<file path="src/rtl/twr_pkg.sv">
// Shared helpers for the twiddle access reducer.
// Assumes LOG2N >= 3, so that the quarter ROM has at least two entries.
package twr_pkg;

    // Width needed to carry a pass index for a 2^log2n point transform.
    function automatic int pass_width(input int log2n);
        return (log2n <= 2) ? 1 : $clog2(log2n);
    endfunction

endpackage

</file>
<file path="src/rtl/twr_addr_gen.sv">
// Coefficient index generator.
// Rotates the butterfly counter so that its LSB becomes the index MSB,
// then clears the low (LOG2N-1-pass) bits. Purely combinational.
// Assumes pass_i < LOG2N.
module twr_addr_gen #(
    parameter int LOG2N = 5,
    parameter int PW    = twr_pkg::pass_width(LOG2N)
) (
    input  logic [PW-1:0]    pass_i,
    input  logic [LOG2N-2:0] bfly_i,
    output logic [LOG2N-3:0] rom_addr_o,
    output logic             swap_o
);
    localparam int AW = LOG2N - 1;

    logic [AW-1:0] rot;
    logic [AW-1:0] kidx;

    // Reordered butterfly index: LSB moves to the top.
    assign rot = {bfly_i[0], bfly_i[AW-1:1]};

    // Keep only the top pass_i bits of the reordered index.
    always_comb begin
        for (int i = 0; i < AW; i++) begin
            kidx[i] = rot[i] & ((i + int'(pass_i)) >= AW);
        end
    end

    assign rom_addr_o = kidx[AW-2:0];
    assign swap_o     = kidx[AW-1];
endmodule

</file>
<file path="src/rtl/twr_change_det.sv">
// Address transition detector.
// Remembers the pass and ROM address of the last valid butterfly and
// flags a read when either differs, on a transform start, or when no
// read has been issued since reset.
module twr_change_det #(
    parameter int LOG2N = 5,
    parameter int PW    = twr_pkg::pass_width(LOG2N)
) (
    input  logic             clk,
    input  logic             rst_n,
    input  logic             valid_i,
    input  logic             start_i,
    input  logic [PW-1:0]    pass_i,
    input  logic [LOG2N-3:0] rom_addr_i,
    output logic             fire_o
);
    logic             seen_q;
    logic [PW-1:0]    pass_q;
    logic [LOG2N-3:0] addr_q;

    // Decide whether this butterfly needs a fresh ROM word.
    assign fire_o = valid_i &&
                    (start_i || !seen_q || (pass_i != pass_q) || (rom_addr_i != addr_q));

    // Record the last valid butterfly; an idle cycle leaves the record alone.
    always_ff @(posedge clk) begin
        if (!rst_n) begin
            seen_q <= 1'b0;
            pass_q <= '0;
            addr_q <= '0;
        end else if (valid_i) begin
            seen_q <= 1'b1;
            pass_q <= pass_i;
            addr_q <= rom_addr_i;
        end
    end

    // a start always issues a read.
    a_r4_start_fires: assert property (@(posedge clk) disable iff (!rst_n)
        (valid_i && start_i) |-> fire_o);

    // a repeated pass and address without start issues no read.
    a_r4_repeat_quiet: assert property (@(posedge clk) disable iff (!rst_n)
        (valid_i && !start_i && seen_q && pass_i == pass_q && rom_addr_i == addr_q) |-> !fire_o);
endmodule

</file>
<file path="src/rtl/twiddle_access_reducer.sv">
// Twiddle access reducer: registers the ROM address, the gated read
// enable and the swap flag for each butterfly of the reordered stream.
// Latency is one cycle. The ROM and the multiplier are external.
module twiddle_access_reducer #(
    parameter int LOG2N = 5,
    parameter int PW    = twr_pkg::pass_width(LOG2N)
) (
    input  logic             clk,
    input  logic             rst_n,
    input  logic             start_i,
    input  logic             valid_i,
    input  logic [PW-1:0]    pass_i,
    input  logic [LOG2N-2:0] bfly_i,
    output logic [LOG2N-3:0] rom_addr_o,
    output logic             rom_en_o,
    output logic             swap_o,
    output logic             tw_valid_o
);
    logic [LOG2N-3:0] addr_c;
    logic             swap_c;
    logic             fire_c;

    twr_addr_gen #(.LOG2N(LOG2N), .PW(PW)) u_addr (
        .pass_i     (pass_i),
        .bfly_i     (bfly_i),
        .rom_addr_o (addr_c),
        .swap_o     (swap_c)
    );

    twr_change_det #(.LOG2N(LOG2N), .PW(PW)) u_det (
        .clk        (clk),
        .rst_n      (rst_n),
        .valid_i    (valid_i),
        .start_i    (start_i),
        .pass_i     (pass_i),
        .rom_addr_i (addr_c),
        .fire_o     (fire_c)
    );

    // Output register: address and swap update only on valid butterflies.
    always_ff @(posedge clk) begin
        if (!rst_n) begin
            rom_addr_o <= '0;
            swap_o     <= 1'b0;
            rom_en_o   <= 1'b0;
            tw_valid_o <= 1'b0;
        end else begin
            rom_en_o   <= fire_c;
            tw_valid_o <= valid_i;
            if (valid_i) begin
                rom_addr_o <= addr_c;
                swap_o     <= swap_c;
            end
        end
    end

    // reset clears the read and valid outputs.
    a_r1_reset_quiet: assert property (@(posedge clk)
        !rst_n |=> (!rom_en_o && !tw_valid_o));

    // pass 0 always addresses entry 0 without a swap.
    a_r2_pass0_zero: assert property (@(posedge clk) disable iff (!rst_n)
        (valid_i && pass_i == '0) |=> (rom_addr_o == '0 && !swap_o));

    // an idle cycle never issues a read.
    a_r8_idle_no_read: assert property (@(posedge clk) disable iff (!rst_n)
        !tw_valid_o |-> !rom_en_o);

    // an idle input leaves address and swap unchanged.
    a_r8_idle_hold: assert property (@(posedge clk) disable iff (!rst_n)
        !valid_i |=> ($stable(rom_addr_o) && $stable(swap_o)));
endmodule

</file>
<file path="config.mk">
export PLATFORM = sky130hd
export DESIGN_NAME = twiddle_access_reducer
export DESIGN_NICKNAME = d
export VERILOG_FILES = /design/src/rtl/twr_pkg.sv /design/src/rtl/twr_addr_gen.sv /design/src/rtl/twr_change_det.sv /design/src/rtl/twiddle_access_reducer.sv
export SDC_FILE = /design/constraint.sdc
export NUM_CORES = 1
export LEC_CHECK = 0
export ABC_AREA = 1
export BUFFER_PORTS_ARGS = -buffer_cell sky130_fd_sc_hd__buf_2
export CAP_MARGIN = 20
export CELL_PAD_IN_SITES_DETAIL_PLACEMENT = 2
export CELL_PAD_IN_SITES_GLOBAL_PLACEMENT = 2
export CORE_AREA = 5 5 52 54
export DETAILED_ROUTE_END_ITERATION = 8
export DIE_AREA = 0 0 57 59
export PLACE_DENSITY = 0.72
export SLEW_MARGIN = 20
export SYNTH_ARGS = -nofsm -noshare
export SYNTH_HDL_FRONTEND = slang
export SYNTH_SLANG_ARGS = --single-unit
</file>
<file path="constraint.sdc">
create_clock -name clk -period 1.1 [get_ports clk]
set_input_delay 0.275 -clock clk [delete_from_list [all_inputs] [get_ports clk]]
set_output_delay 0.275 -clock clk [all_outputs]
set_load 0.02 [all_outputs]
</file>
==> impl_metrics.env, run 1 <==
export IMPL_final_cell_mix="nand2_1 (20), buf_2 (13), inv_1 (11)"
export IMPL_ir_drop_mv=0.536
export IMPL_postCtsSetupRepairBufs=0
export IMPL_syn_area_um2=477
export IMPL_port_buffers=16
export IMPL_synth_seq_area_share_pct=42.0
export IMPL_die_area_um2=3360
export IMPL_slowest_delay_ns=0.36
export IMPL_grt_setup_unrepaired="false"
export IMPL_dr_pass1_iters=3
export IMPL_path_cells="buf_4"
export IMPL_cts_buffers=3
export IMPL_ys_types=13
export IMPL_critPathBufInv=1
export IMPL_die_h_um=59
export IMPL_fin_nets=102
export IMPL_start_util_pct=22.0
export IMPL_layout_commonest_cell="nand2_1"
export IMPL_setup_viol=0
export IMPL_maxSlewViolCount=0
export IMPL_hold_viol=0
export IMPL_fillers=280
export IMPL_cp_top_family="flip-flops"
export IMPL_totalNegativeSetupSlack_ns=0
export IMPL_synth_cells=69
export IMPL_max_freq_ghz=0.946
export IMPL_grt_max_degree=11
export IMPL_drt_iter0_drc=5
export IMPL_fin_crit_sh_pct=96.1
export IMPL_antenna_found_initial=0
export IMPL_die_w_um=57
export IMPL_critical_path_class="reg -> out"
export IMPL_ant_nets=0
export IMPL_grt_total_usage_pct=10.2
export IMPL_design_core_area_um2=2170
export IMPL_hold_path_class="in -> reg"
export IMPL_cts_tree="built"
export IMPL_layout_drive_gt1_share_pct=34.8
export IMPL_io_pins=17
export IMPL_max_slew_worst_pin_slew_ns=0.362
export IMPL_clock_path_buffers=2
export IMPL_synth_seq_cells=10
export IMPL_critPathCaptureType="output port"
export IMPL_setup_slack_ns=0.0434
export IMPL_power_static_leakage_nw=0.326
export IMPL_grt_overflow=0
export IMPL_grt_pass1_wl_um=2590
export IMPL_drcViolationCount=0
export IMPL_vias=506
export IMPL_cts_reportedPaths_clkPinSlew_ns=0.06
export IMPL_wl_um=1470
export IMPL_status="completed"
export IMPL_yosys_warnings=0
export IMPL_critical_path_slowest_cell="dfxtp_4"
export IMPL_arrival_ns=0.78
export IMPL_rows=17
export IMPL_cts_max_level=1
export IMPL_cap_viol_max_count=0
export IMPL_critPathMaxFanout=4
export IMPL_finClkSkew_ns=0.00142
export IMPL_syn_avg_cell_area_um2=6.91
export IMPL_wire_per_inst_um=12.5
export IMPL_power_density_nw_per_um2=1260
export IMPL_syn_nets=80
export IMPL_cp_required_ns=0.82
export IMPL_pre_cts_slack_ns=0.00184
export IMPL_area_growth_pct=33.3
export IMPL_n_antenna_cell=0
export IMPL_finalCriticalPeriod_ns=1.06
export IMPL_vias_per_cell=4.32
export IMPL_cts_sinks=10
export IMPL_relSlewSlack_pct=75.8
export IMPL_regArea_um2=206
export IMPL_place_congestion=0.772
export IMPL_start_kind="flip-flop"
export IMPL_cts_root_buffer="clkbuf_4"
export IMPL_fin_total_pwr_mw=0.800
export IMPL_multi_input_area_um2=231
export IMPL_clock_latency_ns=0.27
export IMPL_place_hpwl_um=1160
export IMPL_grt_pass1_vias=599
[layout make-up]
cell class | count | share of cell area, %
inverters | 12 | 7.09
well taps | 28 | 5.51
clock buffers | 3 | 3.54
multi-input cells | 47 | 36.4
repair buffers | 17 | 15.0
flip-flops and latches | 10 | 32.5
[cell families after synthesis]
family                 after synthesis  share of synthesized area [%]
AOI/OAI and AO/OA                    9                           11.3
DFF                                 10                           42.0
and+or+nand+nor                     38                           37.3
buffers and inverters               12                           9.45
[state kept, by name, summed over array words and instances, names as in the netlist]
| signal | count |
|---|---|
| rom_en_o | 1 |
| swap_o | 1 |
| tw_valid_o | 1 |
| u_det.addr_q | 3 |
| u_det.pass_q | 3 |
| u_det.seen_q | 1 |
[layer usage]
layer / wire, µm / track usage (%)
met5: 0 / 0
met4: 21 / 4.97
met3: 63 / 3.49
met2: 698 / 17.1
met1: 683 / 11.6
[worst paths after layout]
kind / start / to / slack (ns) / cells after the start
worst max-delay path: u_det.addr_q[2]$_SDFFE_PN0P_ / rom_addr_o[2] / 0.04 / 1
worst min-delay path: bfly_i[0] / swap_o$_SDFFE_PN0P_ / 0.30 / 3
worst min register to register: u_det.seen_q$_SDFFE_PN0P_ / u_det.seen_q$_SDFFE_PN0P_ / 0.45 / 2
worst max register to register: u_det.seen_q$_SDFFE_PN0P_ / rom_en_o$_SDFF_PN0_ / 0.12 / 7
[power breakdown]
| group | internal [mW] | switching, mW | total, mW |
|---|---|---|---|
| Sequential | 0.383 | 0.0125 | 0.396 |
| Clock | 0.127 | 0.130 | 0.256 |
| Combinational | 0.0570 | 0.0914 | 0.148 |
[Yosys cell counts (all sizes together)]
library cell   n  area, µm²
dfxtp         10        200
nor2           9       38.8
nand3          6       35.0
nand2         23        104
o22ai          4       25.0
o21ai          4       20.0
a21oi          1       8.76
inv           12       45.0
[per-stage QoR]
| step | area [µm²] | instances | util, % | hold slack, ns |
|---|---|---|---|---|
| after detailed placement | 599 | 114 | 27.6 | 0.450 |
| after global placement | 599 | 114 | 27.6 | 0.434 |
| after CTS | 628 | 117 | 29.0 | 0.303 |
| final | 636 | 117 | 29.3 | 0.302 |
| after floorplan | 477 | 69 | - | 0.386 |
| after global routing | 636 | 117 | 29.3 | 0.302 |
[timing repair]
item,CTS,global route
endpoints found under the setup margin,2,3
resized for setup,3,4
hold buffers,0,0
No activity file was read; power rests on OpenSTA's default activity.
==> run 2: changes to the inputs <==
--- a/config.mk
+++ b/config.mk
@@ -7,14 +7,15 @@
 export LEC_CHECK = 0
 export ABC_AREA = 1
 export BUFFER_PORTS_ARGS = -buffer_cell sky130_fd_sc_hd__buf_2
-export CAP_MARGIN = 20
+export CAP_MARGIN = 10
 export CELL_PAD_IN_SITES_DETAIL_PLACEMENT = 2
 export CELL_PAD_IN_SITES_GLOBAL_PLACEMENT = 2
-export CORE_AREA = 5 5 52 54
+export CORE_AREA = 5 5 57 59
 export DETAILED_ROUTE_END_ITERATION = 8
-export DIE_AREA = 0 0 57 59
-export PLACE_DENSITY = 0.72
+export DIE_AREA = 0 0 62 64
+export PLACE_DENSITY = 0.74
 export SLEW_MARGIN = 20
 export SYNTH_ARGS = -nofsm -noshare
 export SYNTH_HDL_FRONTEND = slang
+export SYNTH_HIERARCHICAL = 1
 export SYNTH_SLANG_ARGS = --single-unit
==> run 2 against run 1 <==
Compared with the run above:
- critical path type unchanged
- synthesized cell count rose by 43%
- die area rose by 18%
- sequential power rose by 31%
- register-to-register slack got worse by 0.04 ns
- setup slack improved by 0.0089 ns
- power rose by 30%
- global-route usage rose by 0.77 points
- count of clock-buffer cells in the layout rose by 1
- sequential cell count rose by 3
- non-clock buffer count rose by 7
- critical path depth did not move
- sequential share of layout area fell by 1.5 points
==> impl_metrics.env, run 2 <==
export IMPL_power_static_leakage_nw=0.468
export IMPL_fillers=336
export IMPL_relSlewSlack_pct=83.5
export IMPL_synth_area_leader_cell="dfxtp_1"
export IMPL_status="completed"
export IMPL_synth_edf_count=0
export IMPL_slowest_delay_ns=0.35
export IMPL_design_core_area_um2=2660
export IMPL_wl_um=1910
export IMPL_ant_nets=0
export IMPL_cts_max_level=1
export IMPL_vias_per_cell=4.27
export IMPL_antenna_found_initial=0
export IMPL_start_util_pct=23.9
export IMPL_cts_root_buffer="clkbuf_4"
export IMPL_io_pins=17
export IMPL_synthTopCellsByArea="dfxtp_1 (41%), nand2_1 (14%), inv_1 (13%), nor2_1 (9.4%), a21oi_1 (6.3%)"
export IMPL_max_freq_ghz=0.954
export IMPL_critical_path_slowest_cell="dfxtp_1"
export IMPL_final_cell_mix="nand2_1 (24), inv_1 (22), nor2_1 (14)"
export IMPL_place_hpwl_um=1540
export IMPL_yosysMostFrequentCell="nand2_1"
export IMPL_rows=19
export IMPL_cp_required_ns=0.82
export IMPL_critical_path_class="reg -> out"
export IMPL_area_growth_pct=32.7
export IMPL_regArea_um2=262
export IMPL_drt_iter0_drc=2
export IMPL_placed_area_um2=796
export IMPL_die_area_um2=3970
export IMPL_synth_seq_area_share_pct=40.9
export IMPL_path_cells="buf_4"
export IMPL_fin_crit_sh_pct=95.3
export IMPL_max_slew_worst_pin_slew_ns=0.248
export IMPL_path_depth=1
export IMPL_synth_top_area_share_pct=40.9
export IMPL_grt_pass1_wl_um=3250
export IMPL_clock_path_buffers=2
export IMPL_setup_viol=0
export IMPL_arrival_ns=0.77
export IMPL_dr_pass1_iters=4
export IMPL_grt_overflow=0
export IMPL_cts_sinks=13
export IMPL_vias=666
export IMPL_critPathBufInv=1
export IMPL_hold_path_class="in -> reg"
export IMPL_layout_drive_gt1_share_pct=28.8
export IMPL_r2r_cells=7
export IMPL_die_w_um=62
export IMPL_top_regs="rom_addr_o (3), u_det/addr_q (3), u_det/pass_q (3)"
export IMPL_totalNegativeSetupSlack_ns=0
export IMPL_fin_nets=137
export IMPL_setup_slack_ns=0.0522
export IMPL_cts_buffers=3
export IMPL_clock_latency_ns=0.28
export IMPL_syn_area_um2=636
export IMPL_n_antenna_cell=0
export IMPL_die_h_um=64
export IMPL_power_density_nw_per_um2=1230
export IMPL_wire_per_inst_um=12.3
export IMPL_critPathCaptureType="output port"
export IMPL_layout_commonest_cell="nand2_1"
export IMPL_grt_total_usage_pct=11.0
export IMPL_start_kind="flip-flop"
export IMPL_cap_viol_max_count=0
export IMPL_drcViolationCount=0
export IMPL_critPathMaxFanout=2
export IMPL_syn_nets=110
export IMPL_synth_seq_cells=13
export IMPL_grt_setup_unrepaired="true"
export IMPL_cts_tree="built"
export IMPL_grt_max_degree=14
export IMPL_grt_pass1_vias=757
export IMPL_multi_input_area_um2=280
export IMPL_hold_viol=0
export IMPL_cp_top_family="flip-flops"
export IMPL_finClkSkew_ns=0.00794
export IMPL_final_area_um2=843
export IMPL_pre_cts_slack_ns=-0.274
export IMPL_holdBufCountCts=0
export IMPL_place_congestion=0.739
export IMPL_syn_avg_cell_area_um2=6.42
export IMPL_synth_common_cells="nand2_1 (24), inv_1 (22), nor2_1 (16), dfxtp_1 (13), a21oi_1 (8)"
export IMPL_maxSlewViolCount=0
export IMPL_finalCriticalPeriod_ns=1.05
export IMPL_port_buffers=16
export IMPL_hold_path_cell_count=3
export IMPL_ys_types=15
export IMPL_ir_drop_mv=0.587
export IMPL_async_reset_ff_share_pct=0
export IMPL_yosys_warnings=6
export IMPL_synth_cells=99
export IMPL_synth_ff_type="dfxtp_1"
export IMPL_cts_reportedPaths_clkPinSlew_ns=0.09
-- run 2: cell count changes after synthesis, sizes merged, moves of 4 or more --
cell,before,now
inv,12,23
nor2,9,17
a21oi,1,8
nand3,6,1
nand2,23,27
o22ai,4,0
-- run 2: metal layers --
layer / wire length (µm) / global-route usage [%]
met1: 795 / 11.5
met2: 1060 / 20.3
met3: 55 / 3.02
met4: 0 / 3.18
met5: 0 / 0
-- run 2: cell families (layout without fill, tap and decap cells) --
logic type	Yosys count	count (layout)	share of synthesized area [%]
DFF	13	13	40.9
AOI/OAI and AO/OA	16	16	13.4
buffers and inverters	25	51	16.5
and+or+nand+nor	45	45	29.1
-- run 2: final cells by class --
cell class,instances,share of cell area (%)
flip-flops and latches,13,31.0
clock buffers,4,3.12
repair buffers,24,17.8
multi-input cells,61,33.2
well taps,31,4.60
inverters,23,10.2
-- run 2: stage by stage --
step	instances	utilization [%]	power, mW	hold slack [ns]
2_1_floorplan	99	-	0.648	0.368
3_3_place_gp	152	29.9	0.728	0.440
3_5_place_dp	152	29.9	0.741	0.459
4_1_cts	156	31.0	1.05	0.304
5_1_grt	156	31.7	1.11	0.313
6_report	156	31.7	1.04	0.320
-- run 2: timing repair --
| action | in CTS | in global routing |
|---|---|---|
| resized for setup | 1 | 7 |
| endpoints found under the setup margin | 1 | 4 |
| setup buffers | 0 | 0 |
-- run 2: report_power, final --
part           total [mW]  leakage (nW)  internal [mW]  switching, mW
clock               0.302        0.0150          0.141          0.161
sequential          0.520         0.108          0.502         0.0182
combinational       0.215         0.345         0.0889          0.126
-- run 2: path summary, 6_finish.rpt --
kind | startpoint | endpoint | slack [ns]
worst max-delay path | rom_addr_o[0]$_SDFFE_PN0P_ | rom_addr_o[0] | 0.05
worst min-delay path | pass_i[2] | u_det/pass_q[2]$_SDFFE_PN0P_ | 0.32
worst max register to register | u_det/addr_q[2]$_SDFFE_PN0P_ | rom_en_o$_SDFF_PN0_ | 0.08
worst min register to register | u_det/seen_q$_SDFFE_PN0P_ | u_det/seen_q$_SDFFE_PN0P_ | 0.47
==> run 3: changes to the inputs <==
--- a/config.mk
+++ b/config.mk
@@ -13,7 +13,8 @@
 export CORE_AREA = 5 5 57 59
 export DETAILED_ROUTE_END_ITERATION = 8
 export DIE_AREA = 0 0 62 64
-export PLACE_DENSITY = 0.74
+export PLACE_DENSITY = 0.8
+export REMOVE_ABC_BUFFERS = 1
 export SLEW_MARGIN = 20
 export SYNTH_ARGS = -nofsm -noshare
 export SYNTH_HDL_FRONTEND = slang
==> run 3 against run 2 <==
Compared with the run above:
- fmax fell by 0.48%
- routed wire length fell by 1.4%
- global-route usage decreased by 0.66 points
- non-clock buffer count down 3
- setup slack lost 0.0051 ns
- hold slack better by 0.0046 ns
- power increased by 0.79%
- final area decreased by 1.2%
- clock power rose by 4%
- critical path type unchanged
- critical endpoint unchanged
- largest cell class unchanged
- largest power group unchanged
- highest routed layer unchanged
==> impl_metrics.env, run 3 (synthesized netlist as in run 2, its figures left out) <==
export IMPL_clock_latency_ns=0.28
export IMPL_reg2reg_to="rom_en_o$_SDFF_PN0_"
export IMPL_hold_path_cell_count=3
export IMPL_area_growth_pct=31.1
export IMPL_cp_required_ns=0.82
export IMPL_grt_pass1_vias=740
export IMPL_top_regs="rom_addr_o (3), u_det/addr_q (3), u_det/pass_q (3)"
export IMPL_grt_total_usage_pct=10.3
export IMPL_antenna_found_initial=0
export IMPL_layout_commonest_cell="nand2_1"
export IMPL_hp_start="rst_n"
export IMPL_drt_iter0_drc=2
export IMPL_port_buffers=16
export IMPL_power_density_nw_per_um2=1250
export IMPL_io_pins=17
export IMPL_finClkSkew_ns=0.0108
export IMPL_slowest_delay_ns=0.34
export IMPL_rrSetupSlack_ns=0.10
export IMPL_critical_path_class="reg -> out"
export IMPL_drcViolationCount=0
export IMPL_place_hpwl_um=1460
export IMPL_dr_pass1_iters=3
export IMPL_holdBufCountCts=0
export IMPL_final_cell_mix="nand2_1 (24), inv_1 (22), nor2_1 (14)"
export IMPL_fin_nets=134
export IMPL_max_slew_worst_pin_slew_ns=0.253
export IMPL_vias=660
export IMPL_postCtsSetupRepairBufs=0
export IMPL_fin_crit_sh_pct=95.7
export IMPL_reg2reg_from="u_det/pass_q[1]$_SDFFE_PN0P_"
export IMPL_path_cells="buf_2"
export IMPL_n_antenna_cell=0
export IMPL_die_w_um=62
export IMPL_die_area_um2=3970
export IMPL_setup_viol=0
export IMPL_finalCriticalPeriod_ns=1.05
export IMPL_grt_max_degree=14
export IMPL_r2r_cells=9
export IMPL_wire_per_inst_um=12.3
export IMPL_hold_path_class="in -> reg"
export IMPL_regArea_um2=264
export IMPL_pre_cts_slack_ns=-0.241
export IMPL_worstHoldEndpoint="rom_en_o$_SDFF_PN0_"
export IMPL_arrival_ns=0.78
export IMPL_cts_sinks=13
export IMPL_die_h_um=64
export IMPL_cp_top_family="flip-flops"
export IMPL_clock_path_buffers=2
export IMPL_start_kind="flip-flop"
export IMPL_layout_drive_gt1_share_pct=30.3
export IMPL_vias_per_cell=4.31
export IMPL_max_freq_ghz=0.950
export IMPL_wl_um=1890
export IMPL_whs_ns=0.324
export IMPL_place_congestion=0.688
export IMPL_power_static_leakage_nw=0.461
export IMPL_cts_max_level=1
export IMPL_design_core_area_um2=2660
export IMPL_cap_viol_max_count=0
export IMPL_fin_total_pwr_mw=1.04
export IMPL_grt_setup_unrepaired="false"
export IMPL_status="completed"
export IMPL_final_util_pct=31.3
export IMPL_cts_root_buffer="clkbuf_4"
export IMPL_critPathCaptureType="output port"
export IMPL_ant_nets=0
export IMPL_grt_pass1_wl_um=3060
export IMPL_cts_tree="built"
export IMPL_multi_input_area_um2=279
export IMPL_critPathMaxFanout=2
export IMPL_critPathBufInv=1
export IMPL_rows=19
export IMPL_ir_drop_mv=0.537
export IMPL_fillers=341
export IMPL_relSlewSlack_pct=83.1
export IMPL_start_util_pct=23.9
export IMPL_hold_viol=0
export IMPL_cts_buffers=3
export IMPL_maxSlewViolCount=0
export IMPL_critical_path_slowest_cell="dfxtp_1"
export IMPL_grt_overflow=0
export IMPL_cts_reportedPaths_clkPinSlew_ns=0.10
export IMPL_setup_slack_ns=0.0471
run 3: cell count changes in the layout (fill, tap and decap cells not counted), sizes merged:
| cell | change |
|---|---|
| buf | -2 |
| clkinv | +1 |
| clkbuf | -2 |
run 3: cell type report:
cell class	count	share of cell area, %
Clock inverter	1	0.601
Sequential cell	13	31.7
Multi-Input combinational cell	61	33.5
Inverter	23	10.4
Tap cell	31	4.65
Timing Repair Buffer	21	16.5
Clock buffer	3	2.70
run 3: metal layers:
layer / share of wire [%] / track usage, % / vias up
met5: 0 / 0 / -
met4: 0 / 3.18 / 0
met3: 5.5 / 3.22 / 0
met2: 53 / 17.9 / 12
met1: 41 / 11.7 / 312
li1: - / - / 336
run 3: power by group:
group	switching, mW	internal [mW]
sequential	0.0180	0.503
clock	0.179	0.135
combinational	0.124	0.0860
run 3: through the flow:
| stage | cells | cell area [µm²] | TNS (ns) |
|---|---|---|---|
| after floorplan | 97 | 617 | 0 |
| after global placement | 149 | 786 | -0.185 |
| after detailed placement | 149 | 786 | -0.241 |
| after CTS | 153 | 813 | 0 |
| after global routing | 153 | 833 | 0 |
| final | 153 | 833 | 0 |
run 3: what timing repair did:
action	4_1_cts	5_1_grt
setup endpoints to repair	0	4
hold endpoints to repair	0	0
gates resized for setup	0	9
run 3: worst max path at each step:
stage / slack, ns / from / cells after the start / end
floorplan: 0.07 / pass_i[2] / 10 / rom_en_o$_SDFF_PN0_
global placement: -0.19 / pass_i[2] / 11 / rom_en_o$_SDFF_PN0_
detailed placement: -0.24 / pass_i[2] / 11 / rom_en_o$_SDFF_PN0_
CTS: 0.01 / rom_addr_o[1]$_SDFFE_PN0P_ / 1 / rom_addr_o[1]
global route: 0.0007 / rom_addr_o[0]$_SDFFE_PN0P_ / 1 / rom_addr_o[0]
finish: 0.05 / rom_addr_o[0]$_SDFFE_PN0P_ / 1 / rom_addr_o[0]
